[src/rtl/irq_seq_pkg.sv]
package irq_seq_pkg;
  typedef enum logic [1:0] {
    CAUSE_IO  = 2'b00,
    CAUSE_ERR = 2'b01,
    CAUSE_SVC = 2'b10,
    CAUSE_EXT = 2'b11
  } cause_t;
endpackage

[src/rtl/irq_flag_bank.sv]
module irq_flag_bank #(
  parameter int NDEV   = 4,
  parameter int CODE_W = 8
) (
  input  logic                   clk_i,
  input  logic                   rst_ni,
  input  logic [NDEV-1:0]        set_i,
  input  logic [NDEV-1:0]        clr_i,
  input  logic [NDEV*CODE_W-1:0] code_i,
  output logic [NDEV-1:0]        flag_o,
  output logic [NDEV*CODE_W-1:0] code_o
);
  logic [NDEV-1:0] flag_q;

  for (genvar i = 0; i < NDEV; i++) begin : g_dev
    logic [CODE_W-1:0] code_q;

    always_ff @(posedge clk_i or negedge rst_ni) begin
      if (!rst_ni) begin
        flag_q[i] <= 1'b0;
        code_q    <= '0;
      end else if (set_i[i]) begin  // set beats a simultaneous clear
        flag_q[i] <= 1'b1;
        code_q    <= code_i[i*CODE_W +: CODE_W];
      end else if (clr_i[i]) begin
        flag_q[i] <= 1'b0;
      end
    end

    assign code_o[i*CODE_W +: CODE_W] = code_q;

    a_r2_flag_hold: assert property (@(posedge clk_i) disable iff (!rst_ni)
      (flag_q[i] && !clr_i[i]) |=> flag_q[i]);
    a_r2_set_wins: assert property (@(posedge clk_i) disable iff (!rst_ni)
      set_i[i] |=> flag_q[i]);
  end

  assign flag_o = flag_q;
endmodule

[src/rtl/irq_pick.sv]
module irq_pick
  import irq_seq_pkg::*;
#(
  parameter int NDEV   = 4,
  parameter int CODE_W = 8,
  parameter int TIDX_W = 4
) (
  input  logic                   clk_i,
  input  logic                   rst_ni,
  input  logic                   ie_i,
  input  logic                   err_i,
  input  logic                   trap_i,
  input  logic [TIDX_W-1:0]      trap_num_i,
  input  logic                   ext_i,
  input  logic [NDEV-1:0]        flag_i,
  input  logic [NDEV*CODE_W-1:0] code_i,
  output logic                   take_o,
  output cause_t                 type_o,
  output logic [CODE_W-1:0]      code_o
);
  localparam int DEV_IW = (NDEV > 1) ? $clog2(NDEV) : 1;
  localparam int GW     = NDEV + 3;

  logic              dev_hit;
  logic [DEV_IW-1:0] dev_win;
  logic [GW-1:0]     grant;

  always_comb begin
    dev_hit = 1'b0;
    dev_win = '0;
    for (int i = NDEV - 1; i >= 0; i--) begin
      if (flag_i[i]) begin
        dev_hit = 1'b1;
        dev_win = DEV_IW'(i);
      end
    end
  end

  always_comb begin
    grant  = '0;
    type_o = CAUSE_IO;
    code_o = '0;
    if (err_i) begin
      grant[GW-1] = 1'b1;
      type_o      = CAUSE_ERR;
    end else if (trap_i) begin
      grant[GW-2] = 1'b1;
      type_o      = CAUSE_SVC;
      code_o      = CODE_W'(trap_num_i);
    end else if (ie_i && ext_i) begin
      grant[GW-3] = 1'b1;
      type_o      = CAUSE_EXT;
    end else if (ie_i && dev_hit) begin
      grant[dev_win] = 1'b1;
      type_o         = CAUSE_IO;
      code_o         = code_i[dev_win*CODE_W +: CODE_W];
    end
  end

  assign take_o = err_i | trap_i | (ie_i & (ext_i | dev_hit));

  a_r9_single_grant: assert property (@(posedge clk_i) disable iff (!rst_ni)
    $onehot0(grant));
  a_r4_masked_no_dev: assert property (@(posedge clk_i) disable iff (!rst_ni)
    !ie_i |-> (grant[NDEV:0] == '0));
endmodule

[src/rtl/trap_vec_table.sv]
module trap_vec_table #(
  parameter int ENTRIES = 16,
  parameter int PC_W    = 32
) (
  input  logic                       clk_i,
  input  logic                       rst_ni,
  input  logic                       we_i,
  input  logic [$clog2(ENTRIES)-1:0] widx_i,
  input  logic [PC_W-1:0]            wdata_i,
  input  logic [$clog2(ENTRIES)-1:0] ridx_i,
  output logic [PC_W-1:0]            rdata_o
);
  logic [PC_W-1:0] mem_q [ENTRIES];

  always_ff @(posedge clk_i or negedge rst_ni) begin
    if (!rst_ni) begin
      for (int k = 0; k < ENTRIES; k++) mem_q[k] <= '0;
    end else if (we_i) begin
      mem_q[widx_i] <= wdata_i;
    end
  end

  assign rdata_o = mem_q[ridx_i];

  a_r13_write_lands: assert property (@(posedge clk_i) disable iff (!rst_ni)
    (we_i && ridx_i == widx_i) |=> (ridx_i != $past(widx_i)) || (rdata_o == $past(wdata_i)));
endmodule

[src/rtl/trap_entry_seq.sv]
module trap_entry_seq
  import irq_seq_pkg::*;
#(
  parameter int          NDEV       = 4,
  parameter int          CODE_W     = 8,
  parameter int          PC_W       = 32,
  parameter int          TBL_N      = 16,
  parameter logic [31:0] HANDLER_PC = 32'h0000_0100
) (
  input  logic                       clk_i,
  input  logic                       rst_ni,
  input  logic                       boundary_i,
  input  logic [PC_W-1:0]            next_pc_i,
  input  logic [NDEV-1:0]            dev_set_i,
  input  logic [NDEV*CODE_W-1:0]     dev_code_i,
  input  logic [NDEV-1:0]            dev_clr_i,
  input  logic                       trap_i,
  input  logic [$clog2(TBL_N)-1:0]   trap_num_i,
  input  logic                       err_i,
  input  logic                       ext_irq_i,
  input  logic                       rti_i,
  input  logic                       tbl_we_i,
  input  logic [$clog2(TBL_N)-1:0]   tbl_idx_i,
  input  logic [PC_W-1:0]            tbl_data_i,
  output logic                       pc_load_o,
  output logic [PC_W-1:0]            pc_o,
  output logic                       priv_o,
  output logic                       irq_en_o,
  output logic                       mprot_en_o,
  output logic [1:0]                 cause_type_o,
  output logic [CODE_W-1:0]          cause_code_o,
  output logic [PC_W-1:0]            saved_pc_o,
  output logic                       saved_priv_o,
  output logic [NDEV-1:0]            dev_pend_o
);
  localparam int TIDX_W = $clog2(TBL_N);

  logic [NDEV-1:0]        flags;
  logic [NDEV*CODE_W-1:0] codes;
  logic                   take;
  cause_t                 sel_type;
  logic [CODE_W-1:0]      sel_code;
  logic [PC_W-1:0]        tbl_rdata;
  logic                   entry;

  logic              priv_q, ie_q, mprot_q, saved_priv_q, load_q;
  logic [PC_W-1:0]   pc_q, saved_pc_q;
  cause_t            cause_type_q;
  logic [CODE_W-1:0] cause_code_q;

  irq_flag_bank #(.NDEV(NDEV), .CODE_W(CODE_W)) u_flags (
    .clk_i  (clk_i),
    .rst_ni (rst_ni),
    .set_i  (dev_set_i),
    .clr_i  (dev_clr_i),
    .code_i (dev_code_i),
    .flag_o (flags),
    .code_o (codes)
  );

  irq_pick #(.NDEV(NDEV), .CODE_W(CODE_W), .TIDX_W(TIDX_W)) u_pick (
    .clk_i      (clk_i),
    .rst_ni     (rst_ni),
    .ie_i       (ie_q),
    .err_i      (err_i),
    .trap_i     (trap_i),
    .trap_num_i (trap_num_i),
    .ext_i      (ext_irq_i),
    .flag_i     (flags),
    .code_i     (codes),
    .take_o     (take),
    .type_o     (sel_type),
    .code_o     (sel_code)
  );

  trap_vec_table #(.ENTRIES(TBL_N), .PC_W(PC_W)) u_table (
    .clk_i   (clk_i),
    .rst_ni  (rst_ni),
    .we_i    (tbl_we_i),
    .widx_i  (tbl_idx_i),
    .wdata_i (tbl_data_i),
    .ridx_i  (trap_num_i),
    .rdata_o (tbl_rdata)
  );

  // return wins over a coincident boundary
  assign entry = boundary_i & ~rti_i & take;

  always_ff @(posedge clk_i or negedge rst_ni) begin
    if (!rst_ni) begin
      priv_q       <= 1'b1;
      ie_q         <= 1'b0;
      mprot_q      <= 1'b0;
      saved_priv_q <= 1'b0;
      saved_pc_q   <= '0;
      pc_q         <= '0;
      load_q       <= 1'b0;
      cause_type_q <= CAUSE_IO;
      cause_code_q <= '0;
    end else begin
      load_q <= entry | rti_i;
      if (rti_i) begin
        pc_q    <= saved_pc_q;
        priv_q  <= 1'b0;
        ie_q    <= 1'b1;
        mprot_q <= 1'b1;
      end else if (entry) begin
        saved_pc_q   <= next_pc_i;
        saved_priv_q <= priv_q;
        priv_q       <= 1'b1;
        ie_q         <= 1'b0;
        mprot_q      <= 1'b0;
        cause_type_q <= sel_type;
        cause_code_q <= sel_code;
        pc_q         <= (sel_type == CAUSE_SVC) ? tbl_rdata : PC_W'(HANDLER_PC);
      end
    end
  end

  assign pc_load_o    = load_q;
  assign pc_o         = pc_q;
  assign priv_o       = priv_q;
  assign irq_en_o     = ie_q;
  assign mprot_en_o   = mprot_q;
  assign cause_type_o = cause_type_q;
  assign cause_code_o = cause_code_q;
  assign saved_pc_o   = saved_pc_q;
  assign saved_priv_o = saved_priv_q;
  assign dev_pend_o   = flags;

  a_r5_entry_state: assert property (@(posedge clk_i) disable iff (!rst_ni)
    entry |=> (pc_load_o && priv_o && !irq_en_o && !mprot_en_o));
  a_r5_saved_mode: assert property (@(posedge clk_i) disable iff (!rst_ni)
    entry |=> (saved_priv_o == $past(priv_o)) && (saved_pc_o == $past(next_pc_i)));
  a_r11_return: assert property (@(posedge clk_i) disable iff (!rst_ni)
    rti_i |=> (pc_load_o && !priv_o && irq_en_o && mprot_en_o && pc_o == $past(saved_pc_o)));
  a_r3_no_boundary: assert property (@(posedge clk_i) disable iff (!rst_ni)
    (!boundary_i && !rti_i) |=> !pc_load_o);
  a_r4_masked: assert property (@(posedge clk_i) disable iff (!rst_ni)
    (boundary_i && !rti_i && !irq_en_o && !err_i && !trap_i) |=> (!pc_load_o && !irq_en_o));
endmodule

[config.mk]
export PLATFORM = sky130hd
export DESIGN_NAME = trap_entry_seq
export DESIGN_NICKNAME = d
export VERILOG_FILES = /design/src/rtl/irq_seq_pkg.sv /design/src/rtl/irq_flag_bank.sv /design/src/rtl/irq_pick.sv /design/src/rtl/trap_vec_table.sv /design/src/rtl/trap_entry_seq.sv
export SDC_FILE = /design/constraint.sdc
export NUM_CORES = 1
export LEC_CHECK = 0
export BUFFER_PORTS_ARGS = -buffer_cell sky130_fd_sc_hd__buf_2
export CAP_MARGIN = 10
export CORE_ASPECT_RATIO = 1.4
export CORE_MARGIN = 2
export CORE_UTILIZATION = 65
export DETAILED_ROUTE_END_ITERATION = 12
export PLACE_DENSITY = 0.94
export SYNTH_ARGS = -nofsm -noshare
export SYNTH_HDL_FRONTEND = slang
export SYNTH_SLANG_ARGS = --single-unit
[constraint.sdc]
create_clock -name clk_i -period 3.4 [get_ports clk_i]
set_input_delay 0.34 -clock clk_i [delete_from_list [all_inputs] [get_ports clk_i]]
set_output_delay 0.34 -clock clk_i [all_outputs]
set_load 0.05 [all_outputs]
Word-level counts from Yosys, hierarchy flattened --
Index checks and enable logic that the tools add are counted.
Word-level totals: register bits after elaboration 626, input port bits 120, output and inout port bits 83, word-level logic and storage cells 92
Operators by class: equality and inequality tests 1, magnitude comparators 3, shift operators 1, reduce and logical (&&, ||, !) cells 9, muxes and demuxes 36, bitwise operators 10
Operators by type and width (number):
- $bwmux W512 | 1
- $mux W32 | 6
- $bmux W32 S4 | 1
- $demux W32 S4 | 1
- $mux W8 | 4
- $shiftx A32 B6 Y8 | 1
- $mux W1 | 16
- $mux W2 | 7
- $ge A5 B5 Y1 const B | 2
- $not A4 Y5 | 2
- $reduce_bool A2 Y1 | 5
- $lt A5 B1 Y1 const B | 1
- $or A1 B1 Y1 | 4
- $and A1 B1 Y1 | 3
- $logic_and A1 B1 Y1 | 3
- $eq A2 B2 Y1 const B | 1
- $reduce_and A2 Y1 | 1
- $not A1 Y1 | 1

Logic depth before layout (Yosys ltp) --
depth in word-level cells 10, mapped depth 7, depth with buffers taken out 4

Modules after synthesis --
From an unflattened synthesis, not the netlist that was laid out.
Second synthesis, totals: cells, all modules 1768, area, all modules 27802.9 µm²
Modules (own cells, without submodules):
- trap_vec_table | area an instance 22774.3 µm², cells an instance 1404, sequential area each 12812.3 µm², instances 1
- trap_entry_seq | area an instance 3103.0 µm², cells an instance 211, sequential area each 1953.1 µm², instances 1
- irq_flag_bank | area an instance 1476.4 µm², cells an instance 80, sequential area each 900.9 µm², instances 1
- irq_pick | area an instance 449.2 µm², cells an instance 73, sequential area each 0.0 µm², instances 1

Worst setup path before layout --
OpenSTA, ideal clock, no wires.
kind reg-to-reg, from reg u_flags.flag_q[2], in the netlist u_flags.flag_o[2], to reg cause_code_q[4], in the netlist cause_code_o[4], library setup time 0.121 ns, buffers on the path 1, path slack 1.221 ns, stages on the path, launching flop included 6, period minus slack after synthesis 2.179 ns, required time 3.279 ns, arrival 2.058 ns, path through dfrtp_1 clkbuf_1 nor2b_1 o21bai_2 mux4_2 a22o_1
Between the ends: longest elaborated chain between the ends 8, elaborated cells between the ends (all ways) 17, those cells by class shift: 1; mux: 10; bitwise: 4; reduce/logical: 2
Ends and longest elaborated chain:
- start: declaration | RTL line irq_flag_bank.sv:13 | logic [NDEV-1:0] flag_q;
- start signal: indexed assignment | RTL line irq_flag_bank.sv:20 | flag_q[i] <= 1'b0;
- start signal: indexed assignment | RTL line irq_flag_bank.sv:23 | flag_q[i] <= 1'b1;
- start signal: indexed assignment | RTL line irq_flag_bank.sv:26 | flag_q[i] <= 1'b0;
- $mux W2 / $mux W1 (equally long branches) (3 in series) | RTL line irq_pick.sv:32 | if (flag_i[i]) begin
- $shiftx A32 B6 Y8 (tied with other cells) | RTL line irq_pick.sv:56 | code_o = code_i[dev_win*CODE_W +: CODE_W];
- $mux W8 / $and A1 B1 Y1 (equally long branches) | RTL line irq_pick.sv:53, irq_pick.sv:60
- $mux W8 / $or A1 B1 Y1 (equally long branches) | RTL line irq_pick.sv:50, irq_pick.sv:60
- $mux W8 / $and A1 B1 Y1 (equally long branches) | RTL line irq_pick.sv:46, trap_entry_seq.sv:87
- $mux W8 / $reduce_and A2 Y1 (equally long branches)
- end signal: assignment | RTL line trap_entry_seq.sv:114 | cause_code_q <= sel_code;
- end: declaration | RTL line trap_entry_seq.sv:49 | logic [CODE_W-1:0] cause_code_q;
Several ways; a longest one is shown, not always the timed one. A chain may end at the register's enable or synchronous reset.

Worst setup path after layout --
from reg u_flags.flag_q[2], in the netlist u_flags.flag_o[2], to reg saved_pc_q[19], in the netlist saved_pc_o[19]
Between the ends: longest elaborated chain between the ends 8
Ends and longest elaborated chain:
- $mux W1 (3 in series) | RTL line irq_pick.sv:32
- $or A1 B1 Y1 | RTL line irq_pick.sv:60 | assign take_o = err_i | trap_i | (ie_i & (ext_i | dev_hit));
- $and A1 B1 Y1 | RTL line irq_pick.sv:60
- $or A1 B1 Y1 | RTL line irq_pick.sv:60
- $and A1 B1 Y1 | RTL line trap_entry_seq.sv:87 | assign entry = boundary_i & ~rti_i & take;
- $reduce_and A2 Y1 (no line)
- end signal: assignment | RTL line trap_entry_seq.sv:108 | saved_pc_q <= next_pc_i;
- end: declaration | RTL line trap_entry_seq.sv:47 | logic [PC_W-1:0] pc_q, saved_pc_q;
Every way passes these cells.

==> results.txt <==
----------------------------------------------------
[GRT]
  Overflow left after global routing ... 0
  Number of antenna violations at the first check in global routing ... 5
  Vias in the first global route ... 19900
  Pin count of the biggest net entering global routing ... 141
  Global-route wire length before repair ... 117000 um
  GR Util All Layers ... 0.355

[Power]
  Total power divided by cell area ... 637 nW/um2
  Maximum VDD drop ... 499 uV
  Leak Pwr ... 14.5 nW

[STA]
  Setup TNS Final ... 0 ns
  Final hold slack ... 0.0209 ns
  Final Skew ... 0.0281 ns
  Achievable frequency ... 0.384 GHz
  Slew of the pin with the lowest slew margin ... 0.853 ns
  Final period utilization ... 0.766
  Max-slew violation total from the final report ... 0
  Setup-violating endpoint count in the final report ... 0
  Unrepaired setup endpoints after global routing ... no
  Remaining max-slew budget at the tightest pin ... 0.425
  Total count of hold-check failures in the final report ... 0
  Min Clock Period, post-route ... 2.61 ns

[Setup path]
  Slowest-stage cell, CP ... sky130_fd_sc_hd__o41ai_2
  Nature of the critical path endpoint ... flop
  Critical Path Fanout Max ... 28
  Category of the critical setup timing path ... flop to flop
  Cell type group with the largest total delay on the critical path ... compound AO/OA/AOI/OAI gates
  Cell mode on critical path ... sky130_fd_sc_hd__nand2_1
  Cells traversed along the worst timing path ... o41ai_2 -> a21o_2 -> buf_4 -> nand2_1 -> nand2_1
  Crit path required time ... 3.91 ns
  Largest stage delay on the critical path ... 0.74 ns
  CP startpoint kind ... flop
  Total buffers and inverters traversed by the critical path ... 1
  Arrival @ worst endpoint ... 3.12 ns

[Die]
  Die Height ... 247 um
  Number of ports placed on the die boundary ... 203
  Core Box Area ... 42000 um2
  Starting density of the core ... 0.656
  FP Rows ... 89
  Total die area ... 44000 um2
  Chip Width ... 178 um

[Yosys]
  Synth Area per Inst ... 15.3 um2
  Number of nets in the synthesized netlist ... 1915
  Number of different library cells in the post-synthesis netlist ... 42
  Post-synth EDFFs ... 0
  Netlist area before placement ... 27500 um2
  Portion of the post-synthesis area used by sequential elements ... 0.569
  Mapped Cells ... 1795
  Cell types occupying the most area after synthesis ... sky130_fd_sc_hd__dfrtp_1 (57%), sky130_fd_sc_hd__mux2_2 (16%), sky130_fd_sc_hd__mux4_2 (11%)
  Fraction of post-synthesis cell area in the top cell type by area ... 0.568
  Count of warnings emitted by yosys ... 0
  Synth async-reset ratio ... 1.00
  Number of storage elements in the synthesis netlist ... 626
  Commonest register cell after synthesis ... sky130_fd_sc_hd__dfrtp_1
  Leading area contributor after synthesis ... sky130_fd_sc_hd__dfrtp_1

[CTS]
  # H-tree levels ... 2
  CTS tree ... done
  Clk Tree Root Cell ... sky130_fd_sc_hd__clkbuf_16
  Number of hold-repair buffers added at the cts stage ... 66
  Num CTS Buffers ... 56
  Clock sink total ... 626
  Clock latency on the worst-skew pair ... 0.60 ns
  Clock-pin slew on the worst setup and hold paths ... 0.07 ns
  Bufs on Longest Clock Path ... 3
  CTS-repair resized insts ... 0
  Number of buffers inserted to repair setup after CTS ... 0

[Layout]
  Most frequent standard cell in the layout excluding fill and tap cells ... sky130_fd_sc_hd__dfrtp_1
  Post-synthesis to final-layout area growth ... 15.8%
  # nets final ... 2135
  Most frequent cells in the layout ... sky130_fd_sc_hd__dfrtp_1 (625), sky130_fd_sc_hd__mux2_2 (402), sky130_fd_sc_hd__buf_2 (199)
  Count of placed standard cells in the final layout, fillers left out ... 2605
  Proportion of layout cells with a drive suffix above 1 ... 0.438
  Filler Cell Count ... 2082

[Placed design]
  Detailed placement HPWL ... 42600 um
  IO buf count ... 202
  Cell count after placement ... 2436
  Placer's final routability congestion estimate ... 0.790

[Detailed routing]
  Number of DRC markers after the initial detailed-route iteration ... 1955
  Total Wirelength ... 76600 um
  Avg WL per Cell ... 29.4 um
  DR DRC count ... 0
  TritonRoute pass-1 iters ... 6
  Antenna viol nets, final ... 0
  Ratio of routed vias to standard cells ... 6.97
  Total via count after detailed routing ... 18200

[Hold path]
  Min-Delay Path Class ... input pin to flop

[Run]
  Max-cap violation count ... 0

[Status]
  Result of the run ... complete, no violations

----------------------------------------------------
==> metal layers <==
layer / GRT usage / routed length [um]
met5: 0 / 24
met4: 0.212 / 4570
met3: 0.0820 / 6910
met2: 0.576 / 38200
met1: 0.437 / 26900
==> kinds of logic (layout without fill, tap and decap cells) <==
| kind of cell | after synthesis | after routing | share of synthesized area |
|---|---|---|---|
| AND/OR/NAND/NOR | 192 | 192 | 0.0323 |
| AO/OA/AOI/OAI | 135 | 135 | 0.0421 |
| flip-flops | 626 | 626 | 0.569 |
| buffers and inverters | 165 | 424 | 0.0250 |
| multiplexers | 677 | 677 | 0.331 |
| other | 0 | 5 | 0 |
==> cell usage after synthesis, types with 2 or more instances <==
library cell,n
sky130_fd_sc_hd__nand2_1,110
sky130_fd_sc_hd__a21oi_1,2
sky130_fd_sc_hd__buf_4,2
sky130_fd_sc_hd__a31oi_1,4
sky130_fd_sc_hd__mux2_2,402
sky130_fd_sc_hd__a211oi_1,4
sky130_fd_sc_hd__nor2_1,20
sky130_fd_sc_hd__nand3_1,3
sky130_fd_sc_hd__dfrtp_1,625
sky130_fd_sc_hd__nor2b_1,6
sky130_fd_sc_hd__o311ai_0,3
sky130_fd_sc_hd__buf_2,20
sky130_fd_sc_hd__a22o_1,36
sky130_fd_sc_hd__a211o_1,31
sky130_fd_sc_hd__nand2b_1,6
sky130_fd_sc_hd__mux2_1,142
sky130_fd_sc_hd__a221o_1,31
sky130_fd_sc_hd__o21a_1,3
sky130_fd_sc_hd__inv_1,9
sky130_fd_sc_hd__o21ai_0,5
sky130_fd_sc_hd__mux4_2,133
sky130_fd_sc_hd__clkbuf_1,112
sky130_fd_sc_hd__nor3_1,5
sky130_fd_sc_hd__and3_1,32
sky130_fd_sc_hd__or3_1,3
sky130_fd_sc_hd__o21ai_1,4
sky130_fd_sc_hd__a21o_1,6
sky130_fd_sc_hd__buf_1,17
sky130_fd_sc_hd__buf_6,5
sky130_fd_sc_hd__nand3b_1,2
==> area by class of cell <==
type / count / area, um2 / share of cell area
Sequential cell: 626 / 15700 / 0.491
Multi-Input combinational cell: 1004 / 11300 / 0.354
Timing Repair Buffer: 318 / 2350 / 0.0736
Clock buffer: 77 / 1620 / 0.0509
Tap cell: 546 / 683 / 0.0214
Clock inverter: 20 / 238 / 0.00746
Inverter: 9 / 33.8 / 0.00106
Antenna cell: 5 / 12.5 / 0.000392
==> path summary, 6_finish.rpt <==
check	startpoint	slack [ns]	cells after the start	endpoint
min	dev_code_i[3]	0.02	2	u_flags.g_dev[0].code_q[3]$_DFFE_PN0P_
min reg2reg	u_table.mem_q[15]$_DFFE_PN0P_	0.49	1	u_table.mem_q[15]$_DFFE_PN0P_
max	u_flags.flag_o[2]$_DFFE_PN0P_	0.79	5	saved_pc_o[19]$_DFFE_PN0P_
max reg2reg	u_flags.flag_o[2]$_DFFE_PN0P_	0.79	5	saved_pc_o[19]$_DFFE_PN0P_
min in group asynchronous	rst_ni	0.31	2	u_table.mem_q[103]$_DFFE_PN0P_
max in group asynchronous	rst_ni	1.90	3	u_table.mem_q[184]$_DFFE_PN0P_
==> flip-flops by register name, summed over array words and instances, names as in the netlist <==
signal and count:
pc_load_o 1, saved_priv_o 1, u_flags.g_dev.code_q 32, priv_o 1, u_flags.flag_o 4, u_table.mem_q 512
cause_type_o 2, cause_code_o 8, saved_pc_o 32, pc_o 32, mprot_en_o 1
==> metrics by stage <==
step                worst slack, ns  cell area (um2)  total power, W  utilization
finish                        0.795            31900          0.0203        0.760
global placement              0.793            29300          0.0132        0.699
floorplan                      1.22            27500          0.0124            -
global route                  0.668            31900          0.0210        0.759
detailed placement            0.740            29300          0.0136        0.699
CTS                           0.881            31900          0.0202        0.759
==> power by group <==
part	leakage [nW]	switching, W	internal (W)
logic	5.91	0.00177	0.00199
clock network	0.910	0.00284	0.00364
registers	7.68	0.00104	0.00903
total	14.5	0.00565	0.0147
Power figures use the tool's default switching activity.
